--- config.mk ---
export PLATFORM = sky130hd
export DESIGN_NAME = scan_port
export DESIGN_NICKNAME = d
export VERILOG_FILES = /design/src/rtl/scan_pkg.sv /design/src/rtl/scan_fsm.sv /design/src/rtl/scan_datapath.sv /design/src/rtl/scan_port.sv
export SDC_FILE = /design/constraint.sdc
export NUM_CORES = 1
export LEC_CHECK = 0
export ABC_AREA = 1
export BUFFER_PORTS_ARGS = -buffer_cell sky130_fd_sc_hd__buf_4
export CORE_MARGIN = 3
export CORE_UTILIZATION = 60
export CTS_BUF_LIST = sky130_fd_sc_hd__clkbuf_2
export DETAILED_ROUTE_END_ITERATION = 7
export PLACE_DENSITY = 0.8
export SETUP_SLACK_MARGIN = 0.5
export SYNTH_ARGS = -nofsm -noshare
export SYNTH_HDL_FRONTEND = slang
export SYNTH_SLANG_ARGS = --single-unit
--- constraint.sdc ---
create_clock -name testClk -period 5.2 [get_ports testClk]
set_input_delay 1.3 -clock testClk [delete_from_list [all_inputs] [get_ports testClk]]
set_output_delay 1.3 -clock testClk [all_outputs]
set_load 0.1 [all_outputs]
--- src/rtl/scan_pkg.sv ---
`timescale 1ns/1ps
package scan_pkg;
  localparam int IR_W = 4;
  localparam logic [IR_W-1:0] IR_CAPTURE  = 4'b0001;
  localparam logic [IR_W-1:0] OP_EXTEST   = 4'b0000;
  localparam logic [IR_W-1:0] OP_SAMPLE   = 4'b0001;
  localparam logic [IR_W-1:0] OP_IDENT    = 4'b0010;
  localparam logic [IR_W-1:0] OP_BYPASS   = 4'b1111;

  typedef enum logic [3:0] {
    stReset     = 4'hF, stIdle      = 4'hC,
    stSelectDr  = 4'h7, stCaptureDr = 4'h6, stShiftDr  = 4'h2, stExit1Dr  = 4'h1,
    stPauseDr   = 4'h3, stExit2Dr   = 4'h0, stUpdateDr = 4'h5,
    stSelectIr  = 4'h4, stCaptureIr = 4'hE, stShiftIr  = 4'hA, stExit1Ir  = 4'h9,
    stPauseIr   = 4'hB, stExit2Ir   = 4'h8, stUpdateIr = 4'hD
  } tapState_t;

  typedef struct packed {
    logic testReset;
    logic captureIr;
    logic shiftIr;
    logic updateIr;
    logic captureDr;
    logic shiftDr;
    logic updateDr;
  } tapStrobes_t;

  typedef enum logic [1:0] {pathBypass, pathIdent, pathChain} drPath_t;
endpackage

--- src/rtl/scan_fsm.sv ---
`timescale 1ns/1ps
module scan_fsm
  import scan_pkg::*;
(
  input  logic        tck,
  input  logic        trstN,
  input  logic        tms,
  output tapState_t   state,
  output tapStrobes_t strobes
);
  tapState_t nextState;

  always_ff @(posedge tck or negedge trstN) begin
    if (!trstN) state <= stReset;
    else        state <= nextState;
  end

  always_comb begin
    nextState = state;
    unique case (state)
      stReset:     nextState = tms ? stReset    : stIdle;
      stIdle:      nextState = tms ? stSelectDr : stIdle;
      stSelectDr:  nextState = tms ? stSelectIr : stCaptureDr;
      stCaptureDr: nextState = tms ? stExit1Dr  : stShiftDr;
      stShiftDr:   nextState = tms ? stExit1Dr  : stShiftDr;
      stExit1Dr:   nextState = tms ? stUpdateDr : stPauseDr;
      stPauseDr:   nextState = tms ? stExit2Dr  : stPauseDr;
      stExit2Dr:   nextState = tms ? stUpdateDr : stShiftDr;
      stUpdateDr:  nextState = tms ? stSelectDr : stIdle;
      stSelectIr:  nextState = tms ? stReset    : stCaptureIr;
      stCaptureIr: nextState = tms ? stExit1Ir  : stShiftIr;
      stShiftIr:   nextState = tms ? stExit1Ir  : stShiftIr;
      stExit1Ir:   nextState = tms ? stUpdateIr : stPauseIr;
      stPauseIr:   nextState = tms ? stExit2Ir  : stPauseIr;
      stExit2Ir:   nextState = tms ? stUpdateIr : stShiftIr;
      stUpdateIr:  nextState = tms ? stSelectDr : stIdle;
      default:     nextState = stReset;
    endcase
  end

  always_comb begin
    strobes.testReset = (state == stReset);
    strobes.captureIr = (state == stCaptureIr);
    strobes.shiftIr   = (state == stShiftIr);
    strobes.updateIr  = (state == stUpdateIr);
    strobes.captureDr = (state == stCaptureDr);
    strobes.shiftDr   = (state == stShiftDr);
    strobes.updateDr  = (state == stUpdateDr);
  end
endmodule

--- src/rtl/scan_datapath.sv ---
`timescale 1ns/1ps
module scan_datapath
  import scan_pkg::*;
#(
  parameter int          ID_W     = 32,
  parameter logic [ID_W-1:0] ID_VALUE = 32'h4D3C_2A15
)(
  input  logic        tck,
  input  logic        trstN,
  input  logic        tdi,
  input  tapStrobes_t strobes,
  input  logic        chainSo,
  output logic        tdo,
  output logic        tdoEn,
  output logic        chainCapture,
  output logic        chainShift,
  output logic        chainUpdate,
  output logic        chainDrive
);
  localparam logic [ID_W-1:0] ID_WORD = {ID_VALUE[ID_W-1:1], 1'b1};

  logic [IR_W-1:0] irShift;
  logic [IR_W-1:0] irActive;
  logic [ID_W-1:0] idShift;
  logic            bypassBit;
  drPath_t         path;
  logic            serialBit;

  // instruction shift stage, rising edge
  always_ff @(posedge tck or negedge trstN) begin
    if (!trstN)                 irShift <= IR_CAPTURE;
    else if (strobes.captureIr) irShift <= IR_CAPTURE;
    else if (strobes.shiftIr)   irShift <= {tdi, irShift[IR_W-1:1]};
  end

  // active instruction, falling edge
  always_ff @(negedge tck or negedge trstN) begin
    if (!trstN)                 irActive <= OP_IDENT;
    else if (strobes.testReset) irActive <= OP_IDENT;
    else if (strobes.updateIr)  irActive <= irShift;
  end

  always_comb begin
    unique case (irActive)
      OP_IDENT:             path = pathIdent;
      OP_SAMPLE, OP_EXTEST: path = pathChain;
      default:              path = pathBypass;
    endcase
  end

  always_ff @(posedge tck or negedge trstN) begin
    if (!trstN)                                        bypassBit <= 1'b0;
    else if (strobes.captureDr)                        bypassBit <= 1'b0;
    else if (strobes.shiftDr && path == pathBypass)    bypassBit <= tdi;
  end

  always_ff @(posedge tck or negedge trstN) begin
    if (!trstN)                                     idShift <= ID_WORD;
    else if (strobes.captureDr)                     idShift <= ID_WORD;
    else if (strobes.shiftDr && path == pathIdent)  idShift <= {tdi, idShift[ID_W-1:1]};
  end

  always_comb begin
    if (strobes.shiftIr) serialBit = irShift[0];
    else begin
      unique case (path)
        pathIdent: serialBit = idShift[0];
        pathChain: serialBit = chainSo;
        default:   serialBit = bypassBit;
      endcase
    end
  end

  always_ff @(negedge tck or negedge trstN) begin
    if (!trstN) begin
      tdo   <= 1'b0;
      tdoEn <= 1'b0;
    end else begin
      tdo   <= serialBit;
      tdoEn <= strobes.shiftIr | strobes.shiftDr;
    end
  end

  assign chainCapture = strobes.captureDr && path == pathChain;
  assign chainShift   = strobes.shiftDr   && path == pathChain;
  assign chainUpdate  = strobes.updateDr  && path == pathChain;
  assign chainDrive   = (irActive == OP_EXTEST);
endmodule

--- src/rtl/scan_port.sv ---
`timescale 1ns/1ps
module scan_port
  import scan_pkg::*;
#(
  parameter int              ID_W     = 32,
  parameter logic [ID_W-1:0] ID_VALUE = 32'h4D3C_2A15
)(
  input  logic testClk,
  input  logic testResetN,
  input  logic testModeSel,
  input  logic testDataIn,
  output logic testDataOut,
  output logic testDataOutEn,
  output logic chainCapture,
  output logic chainShift,
  output logic chainUpdate,
  output logic chainDrive,
  input  logic chainSo
);
  tapState_t   tapState;
  tapStrobes_t tapStrobes;

  scan_fsm ctrl (
    .tck(testClk), .trstN(testResetN), .tms(testModeSel),
    .state(tapState), .strobes(tapStrobes)
  );

  scan_datapath #(.ID_W(ID_W), .ID_VALUE(ID_VALUE)) dp (
    .tck(testClk), .trstN(testResetN), .tdi(testDataIn),
    .strobes(tapStrobes), .chainSo(chainSo),
    .tdo(testDataOut), .tdoEn(testDataOutEn),
    .chainCapture(chainCapture), .chainShift(chainShift),
    .chainUpdate(chainUpdate), .chainDrive(chainDrive)
  );
endmodule

### Word level (Yosys, flattened, before mapping)

Cells that the tools add are included.

| storage, ports and cells | value |
|---|---|
| RAM bits | 0 |
| memories kept | 0 |
| bits in read-only memories | 0 |
| latch bits | 0 |
| word-level logic and storage cells | 67 |
| input port bits | 5 |
| output and inout port bits | 6 |
| flip-flop bits (word level) | 47 |

| operators by class | value |
|---|---|
| $lt $le $gt $ge | 0 |
| equal/unequal tests | 19 |
| bitwise gates (word level) | 1 |
| div/mod/pow operators | 0 |
| shift operators | 0 |
| reductions and logical operators | 16 |
| add/subtract/negate cells | 0 |
| multiply operators | 0 |
| multiplexer cells | 24 |

Operators by type and width:

| operator | number |
|---|---|
| 32-bit two-way mux | 2 |
| 4-bit case mux with 12 select lines | 1 |
| 4-bit == test, second input constant | 8 |
| 4-bit two-way mux | 5 |
| 4-bit by 3-bit == test with 1-bit output, second input constant | 4 |
| 4-bit by 2-bit == test with 1-bit output, second input constant | 3 |
| 2-bit two-way mux | 6 |
| 3-bit two-way mux | 4 |
| 4-bit by 1-bit == test with 1-bit output, second input constant | 2 |
| 4-bit zero test | 2 |
| 2-bit nonzero test | 4 |
| 2-bit OR reduction | 3 |
| 1-bit logical AND | 5 |
| 1-bit two-way mux | 4 |
| 2-bit case mux with 2 select lines | 1 |
| 3-bit OR reduction | 1 |
| 2-bit by 1-bit == test with 1-bit output, second input constant | 1 |
| 2-bit == test, second input constant | 1 |
| 2-bit zero test | 1 |
| 1-bit case mux with 2 select lines | 1 |
| 1-bit OR | 1 |

### Logic depth before layout (Yosys ltp)

| logic depth | value |
|---|---|
| depth in word-level cells | 7 |
| mapped depth | 11 |
| gate-level depth less buffers | 9 |

### Cells and area by module

From an unflattened synthesis, not the netlist that was laid out.

| unflattened totals | value |
|---|---|
| cell total of the unflattened synthesis | 260 |
| area, all modules | 2212.1 um^2 |

Modules (own cells, without submodules):

| module | area each (um^2) | seq. area each (um^2) | times used | cells an instance |
|---|---|---|---|---|
| scan_datapath | 1884.3 | 1096.1 | 1 | 212 |
| scan_fsm | 327.8 | 105.1 | 1 | 48 |

==> out/results.ini <==
[placed_design]
dp_hpwl_um = 2740
gp_congestion = 0.909
post_dp_cell_area_sq_um = 2440
io_buffers = 10

[clock_network]
postCtsHoldBufs = 0
cts_sinks = 47
cts_tree = done
cts_buffers = 5
clk_pin_slew_ns = 0.16
root_buffer = clkbuf_2
ctsHtreeMaxLevel = 2
cts_buffer_depth = 2
insertion_delay_ns = 0.45

[finish]
area_delta_synth_final_pct = 16.6
layout_common_cells = nand2_1 (101), nand3_1 (37), inv_1 (27)
post-route-util = 0.759
final_common_cell = nand2_1
design_area_sq_um = 2630
drive_above_1_share = 0.252
diodes = 0
nets = 305

[logic_synthesis]
synth_nets = 283
ys_seq_area_frac = 0.532
syn_inst = 275
synth_cell_types = 22
syn_avg_cell_area_sq_um = 8.21
synth_warnings = 0
synth-seq-cells = 47
syn_area_sq_um = 2260

[hold_path]
hp-start = dp.irActive[3]$_DFFE_NN0P_
hp-class = reg -> reg

[global_routing]
track_usage = 0.215
first_global_vias = 1557
grt_overflow = 0
grt_first_pass_wirelength_um = 7170
grt_max_degree = 46
antenna_found_initial = 0

[setup_path]
cp-end-kind = output pin
cp_max_fo = 3
rr_startpoint = dp.irActive[3]$_DFFE_NN0P_
r2r_slack_ns = 0.58
crit_path_start_kind = flop
path_class = reg -> out
worstPathArrival_ns = 4.39
cp.required_ns = 3.90
startpoint = dp.irActive[3]$_DFFE_NN0P_

[power]
p_total_mw = 1.62
switching_share = 0.452
p_sw_uw = 734
power_leakage_nw = 1.41
vdd_drop_max_v = 0.000440
seq_power_share = 0.379
clkPwrFrac = 0.096
combPwrFrac = 0.525
p_int_uw = 889
powerDensity_nw_per_um2 = 616

[floorplanning]
core_area_sq_um = 3470
dieArea_sq_um = 4540
fp-row-count = 21
io_pins = 11
initial_core_util = 0.651
die_h_um = 67.4
die_w_um = 67.4

[sta]
setup_viol = 4
finClkSkew_ns = 0.0858
whs_ns = 0.484
worst_pin_slew_ns = 0.817
fin_ws_ns = -0.492
grt_setup_unrepaired = true
hold_viol = 0
slew_violations = 0
max-slew-margin-rel = 0.454

[outcome]
failed_checks = setup timing
outcome = finished with violations

[route]
drt_first_pass_iters = 4
totalWireLength_um = 4370
vias_per_cell = 5.11
dr_total_vias = 1758
ant_nets = 0
drc_errors = 0
initialDrtViolationCount = 147
wl_per_cell_um = 12.7

[flow_run]
maxCapViolations = 0

-- worst max-delay path: stages, from the launching register on --
cell     delay (ns)
dfrtn_1        0.40
nor2_2         0.13
inv_2          0.07
nor3_4         0.23
inv_2          0.08
ha_4           0.18
inv_6          0.08
nor2_4         0.04
buf_12         0.20
-- what timing repair did --
item | CTS | global route
pin swaps | 3 | 1
gates resized for setup | 23 | 1
setup endpoints to repair | 6 | 31
setup buffers | 2 | 4
-- layout make-up --
| cell class | instances | area (sq um) |
|---|---|---|
| clock buffer | 6 | 30.0 |
| multi-input combinational | 185 | 931 |
| timing repair buffer | 24 | 268 |
| tap | 46 | 57.6 |
| inverter | 33 | 129 |
| clock inverter | 3 | 17.5 |
| fill | 266 | 835 |
| sequential | 47 | 1200 |
-- power by group through the flow --
stage          registers (mW)  clock network [mW]  logic, mW
5_1_grt                 0.632               0.175      0.931
3_5_place_dp            0.614             0.00241      0.738
6_report                0.616               0.155      0.852
3_3_place_gp            0.609             0.00241      0.722
4_1_cts                 0.614               0.158      0.816
2_1_floorplan           0.652             0.00241      0.518
-- logic make-up after synthesis --
logic type               count (synthesis)  synth area share
AND/OR/NAND/NOR                        169             0.333
buffers and inverters                   43            0.0875
flip-flops                              47             0.532
adder cells (fa/ha/maj)                  3            0.0166
AO/OA/AOI/OAI                           13            0.0310
-- cell usage after synthesis, drive strengths merged --
master	count	area share
dfrtp	22	0.24
nor2	18	0.044
nand2	106	0.18
o21ai	9	0.020
buf	9	0.031
nor3	2	0.0044
a22oi	1	0.0033
nand3	37	0.082
o22ai	2	0.0055
a21oi	1	0.0022
dfrtn	5	0.055
nand4	2	0.0055
ha	3	0.017
dfstp	20	0.23
inv	34	0.057
nand3b	4	0.013
-- path summary, 6_finish.rpt --
check | cells past startpoint | endpoint
worst min-delay path | 2 | dp.irActive[3]$_DFFE_NN0P_
min in group asynchronous | 1 | dp.idShift[22]$_DFFE_PN0P_
max in group asynchronous | 1 | dp.irActive[1]$_DFFE_NN1P_
worst min register to register | 2 | dp.irActive[3]$_DFFE_NN0P_
worst max-delay path | 8 | chainCapture
worst max register to register | 10 | dp.idShift[18]$_DFFE_PN1P_
-- per-layer routing --
layer / up-vias / track usage / part of all wire
li1: 897 / - / -
met3: 6 / 0.0483 / 0.026
met2: 24 / 0.319 / 0.46
met4: 0 / 0.0861 / 0.014
met1: 831 / 0.307 / 0.50
met5: - / 0 / 0
-- flip-flops by register name, indices dropped and copies added, names as in the netlist --
register,flops
dp.idShift,32
ctrl.state,4
dp.irActive,4
dp.irShift,4
dp.bypassBit,1
dp.tdo,1
dp.tdoEn,1
-- per-stage QoR --
step / worst slack [ns] / TNS [ns] / instances
6_report: -0.492 / -1.57 / 344
5_1_grt: -0.563 / -1.82 / 344
4_1_cts: -0.456 / -1.45 / 340
3_5_place_dp: -0.153 / -0.402 / 330
3_3_place_gp: -0.111 / -0.267 / 330
2_1_floorplan: -0.0337 / -0.101 / 275
Power figures use the tool's default switching activity.
